`src/rtl/wfm_pkg.sv`:
```
package wfm_pkg;

  // Register word map; slot blocks are laid out at a fixed stride
  localparam int REG_CTRL       = 0;
  localparam int REG_STAT       = 1;
  localparam int REG_MAC        = 2;
  localparam int MAC_WORDS      = 3;
  localparam int SLOT_BASE      = 8;
  localparam int SLOT_STRIDE    = 8;
  localparam int CTRL_MAGIC_BIT = 7;

  localparam logic [31:0] CRC_POLY_REFL = 32'hEDB88320;
  localparam logic [31:0] CRC_PRESET    = 32'hFFFFFFFF;

  typedef enum logic {MG_SYNC, MG_ADDR} magic_phase_e;

  function automatic int slot_base(input int s);
    return SLOT_BASE + SLOT_STRIDE * s;
  endfunction

  // One byte of reflected CRC-32, least significant bit first
  function automatic logic [31:0] crc32_byte(input logic [31:0] c, input logic [7:0] d);
    logic [31:0] r;
    r = c;
    for (int i = 0; i < 8; i++) begin
      if (r[0] ^ d[i]) r = (r >> 1) ^ CRC_POLY_REFL;
      else             r = r >> 1;
    end
    return r;
  endfunction

endpackage

```
`src/rtl/wfm_regs.sv`:
```
module wfm_regs #(
  parameter int NUM_SLOTS  = 4,
  parameter int MASK_BYTES = 64,
  parameter int ADDR_W     = 6
) (
  input  logic                                  clk,
  input  logic                                  rst,
  input  logic                                  wr,
  input  logic [ADDR_W-1:0]                     addr,
  input  logic [15:0]                           wdata,
  input  logic [NUM_SLOTS:0]                    status,
  output logic [15:0]                           rdata,
  output logic [NUM_SLOTS-1:0]                  slot_en,
  output logic                                  magic_en,
  output logic [47:0]                           mac,
  output logic [NUM_SLOTS-1:0][31:0]            exp_crc,
  output logic [NUM_SLOTS-1:0][MASK_BYTES-1:0]  mask,
  output logic [NUM_SLOTS:0]                    clr
);
  import wfm_pkg::*;

  localparam int MASK_WORDS = MASK_BYTES / 16;

  logic [31:0] a;
  logic [15:0] rd_next;

  assign a = 32'(addr);

  // writable fields; reserved control bits have no storage
  always_ff @(posedge clk) begin
    if (rst) begin
      slot_en  <= '0;
      magic_en <= 1'b0;
      mac      <= '0;
      exp_crc  <= '0;
      mask     <= '0;
    end else if (wr) begin
      if (a == REG_CTRL) begin
        slot_en  <= wdata[NUM_SLOTS-1:0];
        magic_en <= wdata[CTRL_MAGIC_BIT];
      end
      for (int k = 0; k < MAC_WORDS; k++)
        if (a == REG_MAC + k) mac[16*k +: 16] <= wdata;
      for (int s = 0; s < NUM_SLOTS; s++) begin
        if (a == slot_base(s))     exp_crc[s][15:0]  <= wdata;
        if (a == slot_base(s) + 1) exp_crc[s][31:16] <= wdata;
        for (int w = 0; w < MASK_WORDS; w++)
          if (a == slot_base(s) + 2 + w) mask[s][16*w +: 16] <= wdata;
      end
    end
  end

  always_comb begin
    rd_next = '0;
    if (a == REG_CTRL) begin
      rd_next[NUM_SLOTS-1:0]  = slot_en;
      rd_next[CTRL_MAGIC_BIT] = magic_en;
    end
    if (a == REG_STAT) rd_next[NUM_SLOTS:0] = status;
    for (int k = 0; k < MAC_WORDS; k++)
      if (a == REG_MAC + k) rd_next = mac[16*k +: 16];
    for (int s = 0; s < NUM_SLOTS; s++) begin
      if (a == slot_base(s))     rd_next = exp_crc[s][15:0];
      if (a == slot_base(s) + 1) rd_next = exp_crc[s][31:16];
      for (int w = 0; w < MASK_WORDS; w++)
        if (a == slot_base(s) + 2 + w) rd_next = mask[s][16*w +: 16];
    end
  end

  always_ff @(posedge clk) begin
    if (rst) rdata <= '0;
    else     rdata <= rd_next;
  end

  // write-one-to-clear strobe toward the status register
  assign clr = (wr && a == REG_STAT) ? wdata[NUM_SLOTS:0] : '0;

endmodule

```
`src/rtl/wfm_crc_slot.sv`:
```
module wfm_crc_slot #(
  parameter int MASK_BYTES = 64
) (
  input  logic                  clk,
  input  logic                  rst,
  input  logic                  vld,
  input  logic                  sof,
  input  logic                  eof,
  input  logic                  good,
  input  logic                  enable,
  input  logic [7:0]            data,
  input  logic [MASK_BYTES-1:0] mask,
  input  logic [31:0]           exp_crc,
  output logic                  hit
);
  import wfm_pkg::*;

  localparam int IDX_W = $clog2(MASK_BYTES + 1);
  localparam int MW    = $clog2(MASK_BYTES);
  localparam logic [IDX_W-1:0] LIMIT = IDX_W'(MASK_BYTES);

  logic [IDX_W-1:0] idx_q, pos;
  logic [31:0]      crc_q, crc_base, crc_new;
  logic             in_win, sel;

  // byte position saturates at the window edge
  assign pos      = sof ? '0 : idx_q;
  assign in_win   = pos < LIMIT;
  assign sel      = in_win && mask[pos[MW-1:0]];
  // preset on first byte, fold only selected bytes
  assign crc_base = sof ? CRC_PRESET : crc_q;
  assign crc_new  = sel ? crc32_byte(crc_base, data) : crc_base;

  always_ff @(posedge clk) begin
    if (rst) begin
      crc_q <= CRC_PRESET;
      idx_q <= '0;
    end else if (vld) begin
      crc_q <= crc_new;
      idx_q <= in_win ? pos + 1'b1 : pos;
    end
  end

  // decision on the last good byte, enabled slots only
  assign hit = vld && eof && good && enable && ((~crc_new) == exp_crc);

endmodule

```
`src/rtl/wfm_magic.sv`:
```
module wfm_magic (
  input  logic        clk,
  input  logic        rst,
  input  logic        vld,
  input  logic        sof,
  input  logic        eof,
  input  logic        good,
  input  logic        enable,
  input  logic [7:0]  data,
  input  logic [47:0] mac,
  output logic        hit
);
  import wfm_pkg::*;

  magic_phase_e ph_q, ph_b, ph_n;
  logic [2:0]   ff_q, ff_b, ff_n;
  logic [2:0]   bp_q, bp_b, bp_n;
  logic [3:0]   rep_q, rep_b, rep_n;
  logic         fnd_q, fnd_b, fnd_n;

  function automatic logic [7:0] mac_byte(input logic [47:0] m, input logic [2:0] i);
    case (i)
      3'd0:    return m[7:0];
      3'd1:    return m[15:8];
      3'd2:    return m[23:16];
      3'd3:    return m[31:24];
      3'd4:    return m[39:32];
      default: return m[47:40];
    endcase
  endfunction

  always_comb begin
    if (sof) begin
      ph_b = MG_SYNC; ff_b = '0; bp_b = '0; rep_b = '0; fnd_b = 1'b0;
    end else begin
      ph_b = ph_q; ff_b = ff_q; bp_b = bp_q; rep_b = rep_q; fnd_b = fnd_q;
    end
    ph_n = ph_b; ff_n = ff_b; bp_n = bp_b; rep_n = rep_b; fnd_n = fnd_b;
    if (ph_b == MG_SYNC) begin
      // six 0xFF bytes, then the first address byte
      if (ff_b == 3'd6 && data == mac_byte(mac, 3'd0)) begin
        ph_n = MG_ADDR; bp_n = 3'd1; rep_n = '0; ff_n = '0;
      end else if (data == 8'hFF) begin
        if (ff_b != 3'd6) ff_n = ff_b + 3'd1;
      end else begin
        ff_n = '0;
      end
    end else begin
      if (data == mac_byte(mac, bp_b)) begin
        if (bp_b == 3'd5) begin
          bp_n = '0;
          if (rep_b == 4'd15) begin
            fnd_n = 1'b1; ph_n = MG_SYNC; ff_n = '0;
          end else begin
            rep_n = rep_b + 4'd1;
          end
        end else begin
          bp_n = bp_b + 3'd1;
        end
      end else begin
        // restart, a 0xFF may begin a new sync run
        ph_n = MG_SYNC; bp_n = '0; rep_n = '0;
        ff_n = (data == 8'hFF) ? 3'd1 : 3'd0;
      end
    end
  end

  always_ff @(posedge clk) begin
    if (rst) begin
      ph_q <= MG_SYNC; ff_q <= '0; bp_q <= '0; rep_q <= '0; fnd_q <= 1'b0;
    end else if (vld) begin
      ph_q <= ph_n; ff_q <= ff_n; bp_q <= bp_n; rep_q <= rep_n; fnd_q <= fnd_n;
    end
  end

  assign hit = vld && eof && good && enable && fnd_n;

endmodule

```
`src/rtl/wake_frame_matcher.sv`:
```
module wake_frame_matcher #(
  parameter int NUM_SLOTS  = 4,
  parameter int MASK_BYTES = 64,
  parameter int ADDR_W     = 6
) (
  input  logic              clk,
  input  logic              rst,
  input  logic              rx_valid,
  input  logic              rx_sof,
  input  logic              rx_eof,
  input  logic              rx_good,
  input  logic [7:0]        rx_data,
  input  logic              reg_wr,
  input  logic [ADDR_W-1:0] reg_addr,
  input  logic [15:0]       reg_wdata,
  output logic [15:0]       reg_rdata,
  output logic [NUM_SLOTS:0] wake_status,
  output logic              wake_req
);
  logic [NUM_SLOTS-1:0]                 slot_en;
  logic                                 magic_en;
  logic [47:0]                          mac;
  logic [NUM_SLOTS-1:0][31:0]           exp_crc;
  logic [NUM_SLOTS-1:0][MASK_BYTES-1:0] mask;
  logic [NUM_SLOTS:0]                   clr_v, set_v, stat_n;

  wfm_regs #(.NUM_SLOTS(NUM_SLOTS), .MASK_BYTES(MASK_BYTES), .ADDR_W(ADDR_W)) u_regs (
    .clk(clk), .rst(rst), .wr(reg_wr), .addr(reg_addr), .wdata(reg_wdata),
    .status(wake_status), .rdata(reg_rdata), .slot_en(slot_en), .magic_en(magic_en),
    .mac(mac), .exp_crc(exp_crc), .mask(mask), .clr(clr_v)
  );

  // one independent signature engine per slot
  for (genvar s = 0; s < NUM_SLOTS; s++) begin : g_slot
    wfm_crc_slot #(.MASK_BYTES(MASK_BYTES)) u_slot (
      .clk(clk), .rst(rst), .vld(rx_valid), .sof(rx_sof), .eof(rx_eof),
      .good(rx_good), .enable(slot_en[s]), .data(rx_data), .mask(mask[s]),
      .exp_crc(exp_crc[s]), .hit(set_v[s])
    );
  end

  wfm_magic u_magic (
    .clk(clk), .rst(rst), .vld(rx_valid), .sof(rx_sof), .eof(rx_eof),
    .good(rx_good), .enable(magic_en), .data(rx_data), .mac(mac),
    .hit(set_v[NUM_SLOTS])
  );

  // sticky status, a new hit wins over a clear in the same cycle
  assign stat_n = (wake_status & ~clr_v) | set_v;

  always_ff @(posedge clk) begin
    if (rst) begin
      wake_status <= '0;
      wake_req    <= 1'b0;
    end else begin
      wake_status <= stat_n;
      wake_req    <= |stat_n;
    end
  end

endmodule

```
`config.mk`:
```
export PLATFORM = sky130hd
export DESIGN_NAME = wake_frame_matcher
export DESIGN_NICKNAME = d
export VERILOG_FILES = /design/src/rtl/wfm_pkg.sv /design/src/rtl/wfm_regs.sv /design/src/rtl/wfm_crc_slot.sv /design/src/rtl/wfm_magic.sv /design/src/rtl/wake_frame_matcher.sv
export SDC_FILE = /design/constraint.sdc
export NUM_CORES = 2
export LEC_CHECK = 0
export ABC_AREA = 0
export BUFFER_PORTS_ARGS = -buffer_cell sky130_fd_sc_hd__buf_4
export CAP_MARGIN = 20
export CELL_PAD_IN_SITES_DETAIL_PLACEMENT = 0
export CELL_PAD_IN_SITES_GLOBAL_PLACEMENT = 1
export CORE_AREA = 2 2 291 293
export DETAILED_ROUTE_END_ITERATION = 16
export DIE_AREA = 0 0 293 295
export PLACE_DENSITY = 0.89
export SLEW_MARGIN = 20
export SYNTH_ARGS = -nofsm -noshare
export SYNTH_HDL_FRONTEND = slang
export SYNTH_HIERARCHICAL = 1
export SYNTH_SLANG_ARGS = --single-unit
```
`constraint.sdc`:
```
create_clock -name clk -period 4.75 [get_ports clk]
set_input_delay 0.475 -clock clk [delete_from_list [all_inputs] [get_ports clk]]
set_output_delay 0.475 -clock clk [all_outputs]
set_load 0.01 [all_outputs]
```
* After elaboration in Yosys (flattened, before gate mapping)
Index checks and enable logic that the tools add are counted.
** Word-level totals
- Bits in registers :: 627
- Bits in latches :: 0
- Memory bits (writable) :: 0
- Bits in read-only memories :: 0
- Bits of input ports :: 37
- Output and inout port bits :: 22
- Word-level logic and storage cells :: 344
- Memories kept :: 0
** Operators by class
- Add/sub/neg operators :: 7
- $mul :: 0
- Divide/modulo/power cells :: 0
- Order comparisons :: 8
- Equal/unequal tests :: 43
- Shifts and indexed selects :: 0
- Mux-type cells :: 121
- Bitwise operators :: 71
- Reductions and logical operators :: 49
** Operators with widths (number)
- 32-bit 2-to-1 mux :: 40
- 13-bit inverter with 14-bit output :: 32
- 16-bit 2-to-1 mux :: 27
- 32-bit equality test :: 4
- 32-bit inverter :: 4
- 6-bit by 5-bit equality test with 1-bit output (second input constant) :: 12
- 7-bit 2-to-1 mux :: 8
- 2-bit AND reduction :: 28
- 8-bit one-hot mux with 5 select lines :: 1
- 3-bit 2-to-1 mux :: 13
- 6-bit by 4-bit equality test with 1-bit output (second input constant) :: 6
- 6-bit equality test (second input constant) :: 6
- 32-bit zero test :: 1
- 1-bit XOR :: 32
- 7-bit by 1-bit adder with 7-bit output (second input constant) :: 4
- 6-bit by 7-bit less-than comparator with 1-bit output (second input constant) :: 4
- 7-bit less-than comparator (second input constant) :: 4
- 4-bit 2-to-1 mux :: 7
- 1-bit binary-select mux with 6-bit select :: 4
- 1-bit logical AND :: 18
- 1-bit 2-to-1 mux :: 17
- 8-bit equality test :: 2
- 8-bit 2-to-1 mux :: 2
- 6-bit by 2-bit equality test with 1-bit output (second input constant) :: 2
- other kinds (16) :: 21

* Longest topological paths before layout
- Depth after elaboration :: 30
- Depth in mapped cells :: 18

* Hierarchy
The synthesis kept the hierarchy.
** By module, submodules not included
- wfm_regs :: times used 1, cells each 2708, area each 19932.9 um^2, sequential area each 9068.7 um^2
- wfm_crc_slot (g_slot[1].u_slot ...) :: times used 3, cells each 573, area each 4544.4 um^2, sequential area each 780.7 um^2
- wfm_crc_slot (g_slot[0].u_slot) :: times used 1, cells each 554, area each 4341.7 um^2, sequential area each 780.7 um^2
- wfm_magic :: times used 1, cells each 224, area each 1640.3 um^2, sequential area each 240.2 um^2
- wake_frame_matcher :: times used 1, cells each 22, area each 222.7 um^2, sequential area each 120.1 um^2

* Worst setup path after synthesis
No wires, ideal clock.
- Path kind :: input -> register
- From :: in rx_sof
- To :: reg wake_req
- Setup time :: 81 ps
- Data arrival time :: 3555 ps
- Required time :: 4669 ps
- Setup slack :: 1114 ps
- Stages on the path :: 14
- Path buffers :: 2
- Cell sequence :: buf_6 -> or2_0 -> mux4_2 -> a211o_1 -> a32o_2 -> o21a_1 -> buf_6 -> o31ai_1 -> xor2_1 -> a2111oi_0 -> nand4_1 -> nor4_2 -> a2111oi_4 -> a41oi_1
** Between the ends
- Cells in the longest elaborated chain, start to end :: 21
** Ends and longest elaborated chain
- from (decl) :: line wake_frame_matcher.sv:9 : input logic rx_sof,
- 32-bit 2-to-1 mux :: line wfm_crc_slot.sv:31 : assign crc_base = sof ? CRC_PRESET : crc_q;
- 1-bit XOR or 13-bit inverter with 14-bit output (tied branches)
- 32-bit 2-to-1 mux :: line wfm_pkg.sv:26 : if (r[0] ^ d[i]) r = (r >> 1) ^ CRC_POLY_REFL;
- 32-bit 2-to-1 mux or 13-bit inverter with 14-bit output (tied branches)
- 13-bit inverter with 14-bit output (no source line) or 32-bit 2-to-1 mux (tied branches)
- 32-bit 2-to-1 mux or 13-bit inverter with 14-bit output (tied branches)
- 13-bit inverter with 14-bit output (no source line) or 32-bit 2-to-1 mux (tied branches)
- 32-bit 2-to-1 mux :: line wfm_pkg.sv:26
- (+6 left out)
- 32-bit 2-to-1 mux :: line wfm_pkg.sv:26
- 32-bit 2-to-1 mux (*) :: line wfm_crc_slot.sv:32 : assign crc_new = sel ? crc32_byte(crc_base, data) : crc_base;
- 32-bit inverter (*) :: line wfm_crc_slot.sv:45 : assign hit = vld && eof && good && enable && ((~crc_new) == exp_crc);
- 32-bit equality test (*) :: line wfm_crc_slot.sv:45
- 1-bit logical AND (*) :: line wfm_crc_slot.sv:45
- via set_v[0] :: line wake_frame_matcher.sv:25 : logic [NUM_SLOTS:0] clr_v, set_v, stat_n;
- 5-bit bitwise OR (*) :: line wake_frame_matcher.sv:49 : assign stat_n = (wake_status & ~clr_v) | set_v;
- 5-bit OR reduction (*) :: line wake_frame_matcher.sv:57 : wake_req <= |stat_n;
- to (signal assigned) :: line wake_frame_matcher.sv:57
- to (decl) :: line wake_frame_matcher.sv:18 : output logic wake_req
The timed path passes the listed nets; every way through them passes the cells marked *. The select of a mux whose other input is x is not followed.
A chain may end at the register's enable or synchronous reset.

* Final worst setup path
- From :: reg g_slot[3].u_slot.idx_q[0]
- To :: reg wake_req
** Between the ends
- Cells in the longest elaborated chain, start to end :: 10
** Ends and longest elaborated chain
- from (decl) :: line wfm_crc_slot.sv:22 : logic [IDX_W-1:0] idx_q, pos;
- from (signal assigned) :: line wfm_crc_slot.sv:40 : idx_q <= in_win ? pos + 1'b1 : pos;
- 7-bit 2-to-1 mux (*) :: line wfm_crc_slot.sv:27 : assign pos = sof ? '0 : idx_q;
- 1-bit binary-select mux with 6-bit select :: line wfm_crc_slot.sv:29 : assign sel = in_win && mask[pos[MW-1:0]];
- 1-bit 2-to-1 mux (implied by the code) :: line wfm_crc_slot.sv:29
- 1-bit logical AND (*) :: line wfm_crc_slot.sv:29
- 32-bit 2-to-1 mux (*) :: line wfm_crc_slot.sv:32
- 32-bit inverter (*) :: line wfm_crc_slot.sv:45
- 32-bit equality test (*) :: line wfm_crc_slot.sv:45
- 1-bit logical AND (*) :: line wfm_crc_slot.sv:45
- via set_v[3] :: line wake_frame_matcher.sv:25
- 5-bit bitwise OR (*) :: line wake_frame_matcher.sv:49
- 5-bit OR reduction (*) :: line wake_frame_matcher.sv:57
Marks and branches as above.

==> metrics.txt <==
Hold WC Path Type in -> reg; Syn Std Cell Area 39,800 sq um; buffer depth of the longest clock path 3; post-synthesis net count 5,272; CTS sink count 627; CTS tree built; Worst setup SP type register; routed wire length 169,000 microns; synthesized-area fraction occupied by adder cells 0.00280; final worst-path cycle share 0.960; clock-pin slew on the worst setup and hold paths 0.06 ns; sequential share of the synthesized area 0.316; area grow syn2layout 9.40%; Pleak 14.7 nW; wire length per cell 27.2 microns; design area 43,500 sq um; Compound-Gate Fraction of Synth Area 0.221; number of global-route vias before repair 36,800; Global Route Usage Sum 0.378; Net count, final 5,123; nature of the critical path endpoint register; status finished clean; dpl hpwl 117,000 microns; Async SR Flop Fraction 0; Ys Warns 6; setup TNS 0 ns; drt pass-1 iters 8; worst skew pair latency 0.65 ns; largest family of logic cells by synthesized area simple AND/OR/NAND/NOR gates; routed vias 40,600; EDFF count, synth 0; worst vdd ir 0.308 mV; power density over the cells 322 nW/um^2; synth unique cells 108; final setup vio count 0; Post-DP Area 41,100 sq um; CTS HTree Levels 3; Reg2Reg Depth 14; Starting Density 0.478; max_cap viols 0; worst hold path depth 2; XOR/XNOR Fraction of Synth Area 0.109; Syn Inst Count 5,227; Overflow after GRT 0; max_slew headroom 0.293; Detail Route Antenna Nets 0; mux share of post-synthesis cell area 0.0605; vias per std cell 6.52; IO Count 59; number of buffers created by CTS 74; fin crit period 4.56 ns; site row count 106; residual DRC count 0; predominant post-synthesis flop cell dfxtp_1; Die Wd 293 microns; RePlAce Congestion 0.977; f_max 219 MHz; core area 83,200 sq um; crit path max fanout 15; crit path DAT 5.13 ns; Root Driver clkbuf_16; first-pass GRT wire length 247,000 microns; Port Buffers 58; total power 0.0140 W; CP Class reg -> reg; final hold violations 0; Iteration-0 DRC Markers 6,311; Max Slew Vio Count 0; RSZ-0062 raised after global routing no; Die H 295 microns; initial antenna violation count 7; ratio of cells with drive above 1 in the final layout 0.0962; pin count of the biggest net entering global routing 164; Worst Max-Slew Pin Slew 1.06 ns; syn_area_per_cell 7.61 sq um; WP data required 5.32 ns; clk_skew 0.0334 ns; post-synthesis simple-gate area fraction 0.237; Die Area 86,400 sq um; Yosys reg bits 627
-- synth_stat cells (all sizes together), types with 20 or more instances --
cell type	count	area, sq um
nand4	46	288
buf	125	743
or2	20	125
or3	25	156
xnor3	21	474
a2111oi	22	219
nand3b	29	218
nand3	46	230
nor2	368	1390
nor4	21	163
clkbuf	310	1160
xor2	128	1130
o22ai	128	801
dfxtp	627	12600
mux2i	130	1300
o221ai	28	245
mux2	46	518
nand2b	141	882
a31oi	25	156
xnor2	292	2640
o21ai	195	980
nand2	1111	4170
nor3	70	383
and3	33	206
inv	61	229
mux4	26	586
o31ai	23	173
a211o	22	193
a22oi	55	428
o211ai	42	315
a211oi	30	225
and2	31	194
a221oi	43	377
a21oi	568	2840
nor2b	51	319
-- sequential cells by signal (all words and copies together) (netlist names), 3 cells and up --
signal	flops
u_magic/ff_q	3
u_magic/bp_q	3
u_regs/mask	256
u_regs/slot_en	4
u_regs/rdata	16
u_regs/mac	48
u_regs/exp_crc	128
g_slot.u_slot/idx_q	28
g_slot.u_slot/crc_q	128
wake_status	5
u_magic/rep_q	4
-- power breakdown --
| group | total, W | switching [W] | internal (W) | leakage (nW) |
|---|---|---|---|---|
| Sequential | 0.00544 | 0.000110 | 0.00533 | 5.07 |
| Combinational | 0.00269 | 0.00167 | 0.00103 | 8.43 |
| Clock | 0.00586 | 0.00252 | 0.00334 | 1.18 |
-- critical path, cell delays in order (launching register included) --
cell      delay (ns)
dfxtp_1         0.55
buf_4           0.29
mux2i_1         0.11
a311o_1         0.35
o22ai_1         0.23
or3b_1          0.42
a32oi_4         0.47
buf_4           0.23
mux2i_1         0.26
xnor2_1         0.09
nor4bb_1        0.48
nand4b_1        0.18
nor4_2          0.47
a21oi_1         0.16
a41oi_1         0.21
-- metrics by stage --
| stage | std cells | setup slack, ns | utilization | hold slack [ns] |
|---|---|---|---|---|
| 5_1_grt | 6214 | 0.00207 | 0.523 | 0.277 |
| 4_1_cts | 6214 | 0.201 | 0.523 | 0.262 |
| 3_3_place_gp | 6082 | 0.0476 | 0.494 | 0.444 |
| 2_1_floorplan | 5227 | 1.11 | - | 0.432 |
| 3_5_place_dp | 6082 | -0.0249 | 0.494 | 0.447 |
| 6_report | 6219 | 0.192 | 0.523 | 0.265 |
-- cell families (layout without fill, tap and decap cells) --
family / after synthesis / in the layout
compound gates: 1379 / 1379
xor+xnor: 445 / 445
fa+ha+maj: 9 / 9
buf+inv: 496 / 403
flops: 627 / 627
mux: 202 / 202
other cells: 0 / 5
simple gates: 2069 / 2069
-- per-layer routing --
layer | vias up | global-route usage | routed length (microns)
met5 | - | 0 | 41
met4 | 6 | 0.169 | 8670
met3 | 470 | 0.0952 | 21700
met2 | 2751 | 0.548 | 70000
met1 | 19300 | 0.526 | 68800
li1 | 18000 | - | -
-- timing repair --
| item | CTS | global route |
|---|---|---|
| buffers inserted | 0 | 0 |
| hold buffers | 0 | 0 |
| setup endpoints to repair | 0 | 1 |
| resized for setup | 0 | 1 |
-- cells in the final DEF, fill, tap and decap left out, types with 42 or more instances in the layout --
cell type,instances
a21oi_1,567
a221oi_1,43
a22oi_1,52
buf_4,193
clkbuf_16,75
dfxtp_1,626
inv_1,60
mux2_2,46
mux2i_1,130
nand2_1,1110
nand2b_1,141
nand3_1,46
nand4_1,46
nor2_1,363
nor2b_1,49
nor3_1,63
o211ai_1,42
o21ai_0,171
o22ai_1,128
xnor2_1,282
xor2_1,127
-- path summary, 6_finish.rpt --
path | start | end | slack, ns
max | g_slot[3].u_slot/idx_q[0] | wake_req | 0.19
min | rst | u_regs/exp_crc[115] | 0.26
max reg2reg | g_slot[3].u_slot/idx_q[0] | wake_req | 0.19
min reg2reg | u_magic/rep_q[1] | u_magic/rep_q[1] | 0.45
-- final cells by class --
class                           count  area [sq um]
Antenna cell                        5          12.5
Clock buffer                      100          2100
Clock inverter                     32           328
Fill cell                        7949         39600
Inverter                           61           229
Multi-Input combinational cell   4104         25200
Sequential cell                   627         12600
Tap cell                         1080          1350
Timing Repair Buffer              210          1780
Note: power is estimated with default switching activity, not from simulation.
